$ cat src/rtl/vclk_pkg.sv
package vclk_pkg;

  localparam int N_W = 8;
  localparam int M_W = 3;
  localparam int PC_W = (1 << M_W) - 1;

  // cycles spent low in one first-stage period (ceil), at least one
  function automatic int lo_half(input int n);
    return (n <= 1) ? 1 : (n + 1) / 2;
  endfunction

  // cycles spent high in one first-stage period (floor), at least one
  function automatic int hi_half(input int n);
    return (n <= 1) ? 1 : n / 2;
  endfunction

  // first-stage rising events per second-stage half period
  function automatic int post_half(input int m);
    return (m == 0) ? 1 : (1 << (m - 1));
  endfunction

endpackage

$ cat src/rtl/vclk_rst_sync.sv
module vclk_rst_sync (
  input  logic clk,
  input  logic rst_n,
  output logic rst_s_n
);

  logic [1:0] stg_q;

  always_ff @(posedge clk or negedge rst_n) begin
    if (!rst_n) stg_q <= 2'b00;
    else        stg_q <= {stg_q[0], 1'b1};
  end

  assign rst_s_n = stg_q[1];

endmodule

$ cat src/rtl/vclk_prediv.sv
module vclk_prediv
  import vclk_pkg::*;
#(
  parameter int NW = N_W
) (
  input  logic          clk,
  input  logic          rst_n,
  input  logic          load,
  input  logic [NW-1:0] n_new,
  input  logic [NW-1:0] n_cfg,
  output logic          byp,
  output logic          stg_q,
  output logic          rise,
  output logic          adv_en,
  output logic [NW-1:0] cnt_o
);

  logic          q_r, q_n;
  logic [NW-1:0] cnt_r, cnt_n;

  assign byp    = (n_cfg <= NW'(1));
  assign rise   = !load && !byp && (cnt_r == '0) && !q_r;
  assign adv_en = !load && (byp || rise);

  always_comb begin
    q_n   = q_r;
    cnt_n = cnt_r;
    if (load) begin
      q_n   = 1'b0;
      cnt_n = NW'(lo_half(int'(n_new)) - 1);
    end else if (!byp) begin
      if (cnt_r == '0) begin
        q_n   = ~q_r;
        cnt_n = q_r ? NW'(lo_half(int'(n_cfg)) - 1)
                    : NW'(hi_half(int'(n_cfg)) - 1);
      end else begin
        cnt_n = cnt_r - NW'(1);
      end
    end
  end

  always_ff @(posedge clk or negedge rst_n) begin
    if (!rst_n) begin
      q_r   <= 1'b0;
      cnt_r <= '0;
    end else begin
      q_r   <= q_n;
      cnt_r <= cnt_n;
    end
  end

  assign stg_q = q_r;
  assign cnt_o = cnt_r;

endmodule

$ cat src/rtl/vclk_postdiv.sv
module vclk_postdiv
  import vclk_pkg::*;
#(
  parameter int MW = M_W,
  localparam int CW = (1 << MW) - 1
) (
  input  logic          clk,
  input  logic          rst_n,
  input  logic          load,
  input  logic          adv_en,
  input  logic [MW-1:0] m_new,
  input  logic [MW-1:0] m_cfg,
  output logic          byp,
  output logic          stg_q,
  output logic          rise,
  output logic [CW-1:0] cnt_o
);

  logic          q_r, q_n;
  logic [CW-1:0] cnt_r, cnt_n;

  assign byp  = (m_cfg == '0);
  assign rise = !load && !byp && adv_en && (cnt_r == '0) && !q_r;

  always_comb begin
    q_n   = q_r;
    cnt_n = cnt_r;
    if (load) begin
      q_n   = 1'b0;
      cnt_n = CW'(post_half(int'(m_new)) - 1);
    end else if (!byp && adv_en) begin
      if (cnt_r == '0) begin
        q_n   = ~q_r;
        cnt_n = CW'(post_half(int'(m_cfg)) - 1);
      end else begin
        cnt_n = cnt_r - CW'(1);
      end
    end
  end

  always_ff @(posedge clk or negedge rst_n) begin
    if (!rst_n) begin
      q_r   <= 1'b0;
      cnt_r <= '0;
    end else begin
      q_r   <= q_n;
      cnt_r <= cnt_n;
    end
  end

  assign stg_q = q_r;
  assign cnt_o = cnt_r;

endmodule

$ cat src/rtl/vclk_div_chain.sv
module vclk_div_chain
  import vclk_pkg::*;
#(
  parameter int NW    = N_W,
  parameter int MW    = M_W,
  parameter int RST_N = 1,
  parameter int RST_M = 0,
  localparam int CW   = (1 << MW) - 1
) (
  input  logic          clk_ref,
  input  logic          rst_n,
  input  logic          load,
  input  logic [NW-1:0] n_val,
  input  logic [MW-1:0] m_sel,
  output logic          clk_out,
  output logic          rise_pulse
);

  logic          rst_s_n;
  logic [NW-1:0] n_cfg, n_cfg_n;
  logic [MW-1:0] m_cfg, m_cfg_n;
  logic          pre_byp, pre_q, pre_rise, pre_en;
  logic          post_byp, post_q, post_rise;
  logic [NW-1:0] pre_cnt;
  logic [CW-1:0] post_cnt;
  logic          rise_q, rise_n;
  logic          byp_all;

  vclk_rst_sync u_rst (
    .clk     (clk_ref),
    .rst_n   (rst_n),
    .rst_s_n (rst_s_n)
  );

  // settings change only under the load strobe
  always_comb begin
    n_cfg_n = n_cfg;
    m_cfg_n = m_cfg;
    if (load) begin
      n_cfg_n = n_val;
      m_cfg_n = m_sel;
    end
  end

  vclk_prediv #(.NW(NW)) u_pre (
    .clk    (clk_ref),
    .rst_n  (rst_s_n),
    .load   (load),
    .n_new  (n_val),
    .n_cfg  (n_cfg),
    .byp    (pre_byp),
    .stg_q  (pre_q),
    .rise   (pre_rise),
    .adv_en (pre_en),
    .cnt_o  (pre_cnt)
  );

  vclk_postdiv #(.MW(MW)) u_post (
    .clk    (clk_ref),
    .rst_n  (rst_s_n),
    .load   (load),
    .adv_en (pre_en),
    .m_new  (m_sel),
    .m_cfg  (m_cfg),
    .byp    (post_byp),
    .stg_q  (post_q),
    .rise   (post_rise),
    .cnt_o  (post_cnt)
  );

  assign byp_all = pre_byp && post_byp;
  assign rise_n  = !load && (post_byp ? pre_rise : post_rise);

  always_ff @(posedge clk_ref or negedge rst_s_n) begin
    if (!rst_s_n) begin
      n_cfg  <= NW'(RST_N);
      m_cfg  <= MW'(RST_M);
      rise_q <= 1'b0;
    end else begin
      n_cfg  <= n_cfg_n;
      m_cfg  <= m_cfg_n;
      rise_q <= rise_n;
    end
  end

  assign clk_out    = byp_all ? clk_ref : (post_byp ? pre_q : post_q);
  assign rise_pulse = byp_all ? 1'b1 : rise_q;

endmodule

$ cat config.mk
export PLATFORM = sky130hd
export DESIGN_NAME = vclk_div_chain
export DESIGN_NICKNAME = d
export VERILOG_FILES = /design/src/rtl/vclk_pkg.sv /design/src/rtl/vclk_rst_sync.sv /design/src/rtl/vclk_prediv.sv /design/src/rtl/vclk_postdiv.sv /design/src/rtl/vclk_div_chain.sv
export SDC_FILE = /design/constraint.sdc
export NUM_CORES = 1
export LEC_CHECK = 0
export ABC_AREA = 1
export BUFFER_PORTS_ARGS = -buffer_cell sky130_fd_sc_hd__buf_2
export CORE_MARGIN = 1
export CORE_UTILIZATION = 35
export DETAILED_ROUTE_END_ITERATION = 7
export GPL_ROUTABILITY_DRIVEN = 0
export PLACE_DENSITY = 0.51
export SYNTH_ARGS = -nofsm -noshare
export SYNTH_HDL_FRONTEND = slang
export SYNTH_HIERARCHICAL = 1
export SYNTH_SLANG_ARGS = --single-unit
$ cat constraint.sdc
create_clock -name clk_ref -period 3.9 [get_ports clk_ref]
set_input_delay 1.17 -clock clk_ref [delete_from_list [all_inputs] [get_ports clk_ref]]
set_output_delay 1.17 -clock clk_ref [all_outputs]
set_load 0.03 [all_outputs]
* Yosys cells after proc, flatten, opt, wreduce, memory -nomap -nowiden *
Cells that the tools add are included.

storage, ports and cells
  bits in registers = 31
  latch bits = 0
  memory bits (writable) = 0
  bits in read-only memories = 0
  output and inout bits = 2
  memories = 0

cells by class
  add/subtract/negate cells = 13
  $mul = 0
  div/mod/pow operators = 0
  order comparisons = 3
  equality and inequality tests = 1
  shifts and indexed selects = 2
  muxes and demuxes = 22
  bitwise gates (word level) = 4
  reductions and logical operators = 27

operator list
  cell                                                                    number
  1-bit by 32-bit << shifter with 7-bit output (first input constant)     2
  8-bit 2-to-1 mux                                                        6
  7-bit 2-to-1 mux                                                        6
  8-bit by 1-bit <= comparator with 1-bit output (second input constant)  3
  8-bit by 2-bit subtractor with 8-bit output (second input constant)     3
  8-bit by 1-bit adder with 9-bit output (second input constant)          2
  8-bit by 1-bit adder with 8-bit output                                  2
  7-bit by 2-bit subtractor with 7-bit output (second input constant)     2
  1-bit logical AND                                                       11
  1-bit 2-to-1 mux                                                        10
  3-bit logical NOT                                                       3
  8-bit logical NOT                                                       1
  3-bit by 1-bit subtractor with 4-bit output (second input constant)     2
  8-bit by 1-bit subtractor with 8-bit output (second input constant)     1
  7-bit logical NOT                                                       1
  7-bit by 1-bit subtractor with 7-bit output (second input constant)     1
  2-bit nonzero test                                                      3
  1-bit logical NOT                                                       5
  2-bit AND reduction                                                     2
  1-bit bitwise AND (first input constant)                                2
  2-bit != test (second input constant)                                   1
  1-bit NOT                                                               2
  1-bit logical OR                                                        1

* Longest topological paths before layout *
Gate-level depths: netlist (run 1).

  depth after elaboration = 12
  depth in mapped cells = 18
  mapped depth without buffers = 18

* Cells and area by module *
Netlist (run 1), hierarchy kept.

by module, submodules not included
  module          times used  cells each  area each (µm²)  seq. area each (µm²)
  vclk_prediv     1           305         1,794.2          225.2
  vclk_postdiv    1           153         992.2            200.2
  vclk_div_chain  1           60          500.5            301.5
  vclk_rst_sync   1           3           53.8             50.0

==> summary.md, run 1 <==
| Metric | Value |
|---|---|
| Clock transition at path regs | `approximately 70 ps` |
| Required @ worst endpoint | `between 2000 and 3000 ps` |
| Die X | `99.7 um` |
| Status | `completed` |
| Skew-Pair Late Insertion Delay | `roughly 390 ps` |
| DP HPWL | `between 6 and 7 mm` |
| Top cells by area, synth | `dfrtp_1, nand2_1, inv_1` |
| Synth top area share | `between 20 and 25%` |
| Place WS | `486 ps` |
| Slew Limit Fails | `0` |
| PwrDens | `between 300 and 400 nW/um^2` |
| Grt total ovfl | `0` |
| Number of flops mapped to enable cells by yosys | `0` |
| Kind of end point of the critical path | `output port` |
| Asr flop ratio synth | `between 90% and 100%` |
| Critical Path AT | `~2500 ps` |
| Synth Register Bits | `31` |
| RSZ-0062 raised after global routing | `false` |
| Syn nets | `~550` |
| Mapped Area | `roughly 3300 sq um` |
| Final-layout fill cell count | `a little under 1000` |
| Post-CTS sizing | `0` |
| Skew final | `roughly 5.1 ps` |
| CP Class | `clk2out` |
| Share of layout cells above drive strength 1 | `between 15 and 20%` |
| Post-Route Utilization | `between 30% and 40%` |
| Top-count cell post-synth | `nand2_1` |
| Sw Ratio | `around 37%` |
| Flop pwr share | `roughly 34%` |
| CP Launch Type | `clock port` |
| P_leak | `0.00181 uW` |
| Wirelength, routed | `8.21 mm` |
| Top Ports | `16` |
| CTS tree | `yes` |
| Mapped Cells | `521` |
| Die Ht | `around 100 um` |
| Seq. cell area | `between 700 and 800 sq um` |
| Wire length per cell | `around 12 um` |
| Yosys top cell by area | `dfrtp_1` |
| Via count | `3183` |
| Fin. Hold Viols | `0` |
| Logic pwr share | `between 30 and 40%` |
| Iter 0 DRT Violations | `~170` |
| Slew HR | `a little over three fifths` |
| Port bufs | `15` |
| Slew of the pin with the lowest slew margin | `between 500 and 600 ps` |
| Register-to-Register Path Depth | `18` |
| Syn Area/Cell | `6.41 sq um` |
| P&R area growth vs syn | `10.2%` |
| Max Cap Viol | `0` |
| Largest net degree at the start of global routing | `30` |
| Multi-input logic area | `2190 sq um` |
| Pint | `between 700 and 800 uW` |
| Vias in the first global route | `between 2000 and 3000` |
| Count of cell types in the netlist | `42` |
| Register area share after synthesis | `23.3%` |
| Clock Power Share | `roughly a third` |
| Total track usage | `17.6%` |
| Min-Delay Path Class | `reg2async` |
| Vias per cell | `~4.8` |
| Buffers inserted by post-CTS timing repair | `0` |
| Die area | `between 9000 and 10000 sq um` |
| Worst setup margin | `~200 ps` |
| Detailed-route DRC error count | `0` |
| DRT Pass-1 Iters | `4` |
| Main flop type after synthesis | `dfrtp_1` |
| Initial Util | `a little over a third` |
| Setup TNS | `0 ps` |
| Maximum vdd ir drop | `0.000136 V` |
| Antenna violations before repair | `0` |
| Site row count | `35` |
| CTS Hold Bufs | `0` |
| Crit Reg-Reg Startpoint | `n_cfg[0]` |
| Setup violators final | `0` |
| Core area | `about 9200 sq um` |
| Worst Setup SP | `clk_ref` |
| Synth cell count leaders | `nand2_1, inv_1, nor2_1` |
| Fin nets | `approximately 570` |
| Synth warn | `6` |
| Antenna diodes | `0` |
| ANT nets after route | `0` |
| Worst Path Max Fanout | `2` |
| Switching power | `453 uW` |
| First-pass GRT wire length | `~14 mm` |
==> logic make-up after synthesis <==
group | Yosys count | synth area share [%]
AO/OA/AOI/OAI | 58 | 10.4
XOR/XNOR | 14 | 3.67
adder cells (fa/ha/maj) | 18 | 6.74
buffers and inverters | 87 | 11.0
flip-flops | 31 | 23.3
other | 1 | 0.112
AND/OR/NAND/NOR | 312 | 44.8
==> routing by layer <==
metal	up-vias	GRT usage, %	part of all wire (%)
li1	1688	-	-
met1	1421	24.9	51
met2	61	26.9	43
met3	13	3.51	4.3
met4	0	5.54	1.6
met5	-	0	0
==> worst max-delay path, stage by stage <==
cell and delay [ps]:
clkbuf_8 110, clkbuf_8 120, nand3_1 70, nand3_1 100
buf_2 190
==> state kept, by name (all words and copies together), names as in the netlist <==
name and cells:
m_cfg 3, n_cfg 8, rise_q 1, u_post/cnt_o 7
u_post/stg_q 1, u_pre/cnt_o 8, u_pre/stg_q 1, u_rst/stg_q 2
==> metrics by stage <==
| step | total power [uW] | instance area [sq um] | std cells | hold slack, ps |
|---|---|---|---|---|
| after floorplan | 728 | 3340 | 521 | 331 |
| after global placement | 819 | 3520 | 659 | 268 |
| after detailed placement | 819 | 3520 | 659 | 281 |
| after CTS | 1240 | 3680 | 670 | 289 |
| after global routing | 1320 | 3680 | 670 | 311 |
| final | 1230 | 3680 | 670 | 261 |
==> power groups by stage <==
stage	Clock (uW)	Sequential (uW)	Combinational [uW]
after floorplan	0.743	405	323
after global placement	0.914	423	395
after detailed placement	0.914	423	395
after CTS	422	417	399
after global routing	437	425	455
final	414	417	398
==> layout make-up <==
cell class              instances  share of cell area [%]
well taps                     129                    4.38
flip-flops and latches         31                    21.1
inverters                      79                    8.12
multi-input cells             403                    59.6
clock inverters                 2                   0.952
repair buffers                 16                    2.31
clock buffers                  10                    3.50
==> cells in the final DEF, fill, tap and decap left out, types with 14 or more instances in the layout <==
cell / n
nand2_2: 14
nand3_1: 38
nand2_1: 155
a21oi_1: 17
buf_2: 15
nor2_2: 15
nor2_1: 52
o21ai_0: 20
ha_1: 18
inv_1: 64
dfrtp_1: 30
==> final timing paths <==
kind                                        to  slack [ps]
worst min register to register  u_pre/cnt_o[3]         260
worst max register to register  u_pre/cnt_o[6]        1220
max in group asynchronous       u_rst/stg_q[0]        3250
min in group clk_ref            u_rst/stg_q[1]         350
worst max-delay path                   clk_out         200
worst min-delay path            u_pre/cnt_o[3]         260
Power figures use the tool's default switching activity.
==> run 2: changes to the inputs <==
--- a/config.mk
+++ b/config.mk
@@ -7,11 +7,12 @@
 export LEC_CHECK = 0
 export ABC_AREA = 1
 export BUFFER_PORTS_ARGS = -buffer_cell sky130_fd_sc_hd__buf_2
+export CORE_ASPECT_RATIO = 1.5
 export CORE_MARGIN = 1
 export CORE_UTILIZATION = 35
 export DETAILED_ROUTE_END_ITERATION = 7
 export GPL_ROUTABILITY_DRIVEN = 0
-export PLACE_DENSITY = 0.51
+export PLACE_DENSITY = 0.49
 export SYNTH_ARGS = -nofsm -noshare
 export SYNTH_HDL_FRONTEND = slang
 export SYNTH_HIERARCHICAL = 1
==> summary.md, run 2 (synthesis gave the netlist of run 1 again) <==
| Metric | Value |
|---|---|
| Status | `completed` |
| Wire length per cell | `between 10 and 15 um` |
| Post-CTS sizing | `0` |
| CP Class | `clk2out` |
| Top Ports | `16` |
| Antenna diodes | `0` |
| Initial Util | `a little over a third` |
| Commonest cells after routing, fill and taps aside | `nand2_1, inv_1, nor2_1` |
| M1 GR Usage | `approximately a fifth` |
| Commonest non-fill, non-tap cell in the layout | `nand2_1` |
| CTS tree | `yes` |
| DRT Pass-1 Iters | `5` |
| Post-DP Area | `approximately 3500 sq um` |
| Die Ht | `122 um` |
| R2R setup slack | `~1300 ps` |
| Min-Delay Path Class | `reg2async` |
| Slew of the pin with the lowest slew margin | `between 500 and 600 ps` |
| Design Area, Final | `3730 sq um` |
| RSZ-0062 raised after global routing | `false` |
| Die X | `81.8 um` |
| Vias in the first global route | `3202` |
| Largest net degree at the start of global routing | `30` |
| Antenna violations before repair | `0` |
| Reg-to-reg critical path endpoint | `u_pre/cnt_o[6]` |
| CP Launch Type | `clock port` |
| Skew-Pair Late Insertion Delay | `390 ps` |
| P&R area growth vs syn | `11.7%` |
| Crit Reg-Reg Startpoint | `n_cfg[0]` |
| Vias per cell | `between 4 and 5` |
| Die area | `9950 sq um` |
| Detailed-route DRC error count | `0` |
| Power Total | `1390 uW` |
| Multi-input logic area | `approximately 2200 sq um` |
| Worst Path Max Fanout | `2` |
| Setup TNS | `0 ps` |
| CTS Hold Bufs | `0` |
| Total track usage | `20.5%` |
| Post-Route Utilization | `40.3%` |
| Slew Limit Fails | `0` |
| Top Usage Layer GRT | `met2` |
| Critical Path AT | `2540 ps` |
| Fin nets | `about 570` |
| Maximum vdd ir drop | `~0.0002 V` |
| Required @ worst endpoint | `about 2700 ps` |
| P_leak | `about 0.0018 uW` |
| Wirelength, routed | `a little over 9 mm` |
| Grt total ovfl | `0` |
| Share of layout cells above drive strength 1 | `between 10% and 20%` |
| Port bufs | `15` |
| Site row count | `43` |
| Fin. Hold Viols | `0` |
| Largest stage delay, worst path | `190 ps` |
| ANT nets after route | `0` |
| First-pass GRT wire length | `15.0 mm` |
| Met3 GRT Util | `approximately 4.7%` |
| PwrDens | `~370 nW/um^2` |
| Core area | `around 9000 sq um` |
| Via count | `about 3200` |
| Iter 0 DRT Violations | `148` |
| Worst Setup SP | `clk_ref` |
| Slew HR | `66.1%` |
| Setup violators final | `0` |
| Critical-path top delay cell | `buf_2` |
| Kind of end point of the critical path | `output port` |
| Worst Setup EP | `clk_out` |
| Final-layout fill cell count | `between 1000 and 1500` |
| Grt met2 use | `37.5%` |
| Register-to-Register Path Depth | `18` |
| Max Cap Viol | `0` |
| Skew final | `2.91 ps` |
| Buffers inserted by post-CTS timing repair | `0` |
| Clock transition at path regs | `around 50 ps` |
| CP Cell Sequence | `clkbuf_16 > clkbuf_16 > nand3_1 > nand3_1 > buf_2` |
| Seq. cell area | `between 700 and 800 sq um` |
| DP HPWL | `7.42 mm` |
## run 2: through the flow
stage	hold WS, ps	cells	setup WS, ps
floorplan	331	521	462
global placement	276	642	487
detailed placement	275	642	487
CTS	280	653	180
global route	327	653	164
finish	259	653	193
## run 2: per-layer routing
| metal | wire length, um | up-vias | part of all wire [%] |
|---|---|---|---|
| li1 | - | 1679 | - |
| met1 | 3540 | 1483 | 39 |
| met2 | 5040 | 46 | 55 |
| met3 | 202 | 21 | 2.2 |
| met4 | 412 | 0 | 4.5 |
| met5 | 0 | - | 0 |
## run 2: how the worst min path moves through the flow
| stage | endpoint | slack (ps) | cells after the start |
|---|---|---|---|
| 5_1_grt | rise_q | 330 | 1 |
| 4_1_cts | rise_q | 280 | 1 |
| 6_report | n_cfg[1] | 260 | 1 |
| 3_3_place_gp | n_cfg[1] | 280 | 1 |
| 2_1_floorplan | u_rst/stg_q[1] | 330 | 0 |
| 3_5_place_dp | n_cfg[1] | 280 | 1 |
## run 2: power breakdown
| part | total [uW] | leakage (uW) | switching [uW] | internal, uW |
|---|---|---|---|---|
| sequential | 418 | 0.000378 | 56.0 | 362 |
| clock | 565 | 0.000127 | 162 | 402 |
| combinational | 404 | 0.00134 | 262 | 142 |
## run 2: layout make-up
class	instances	share of cell area, %
Multi-Input combinational cell	403	58.8
Sequential cell	31	20.8
Inverter	79	8.01
Clock buffer	12	6.34
Tap cell	112	3.75
Timing Repair Buffer	16	2.28
## run 2: critical path, delay by kind of cell
| kind | cells | cell delay, ps |
|---|---|---|
| buffers and inverters | 3 | 440 |
| and+or+nand+nor | 2 | 160 |
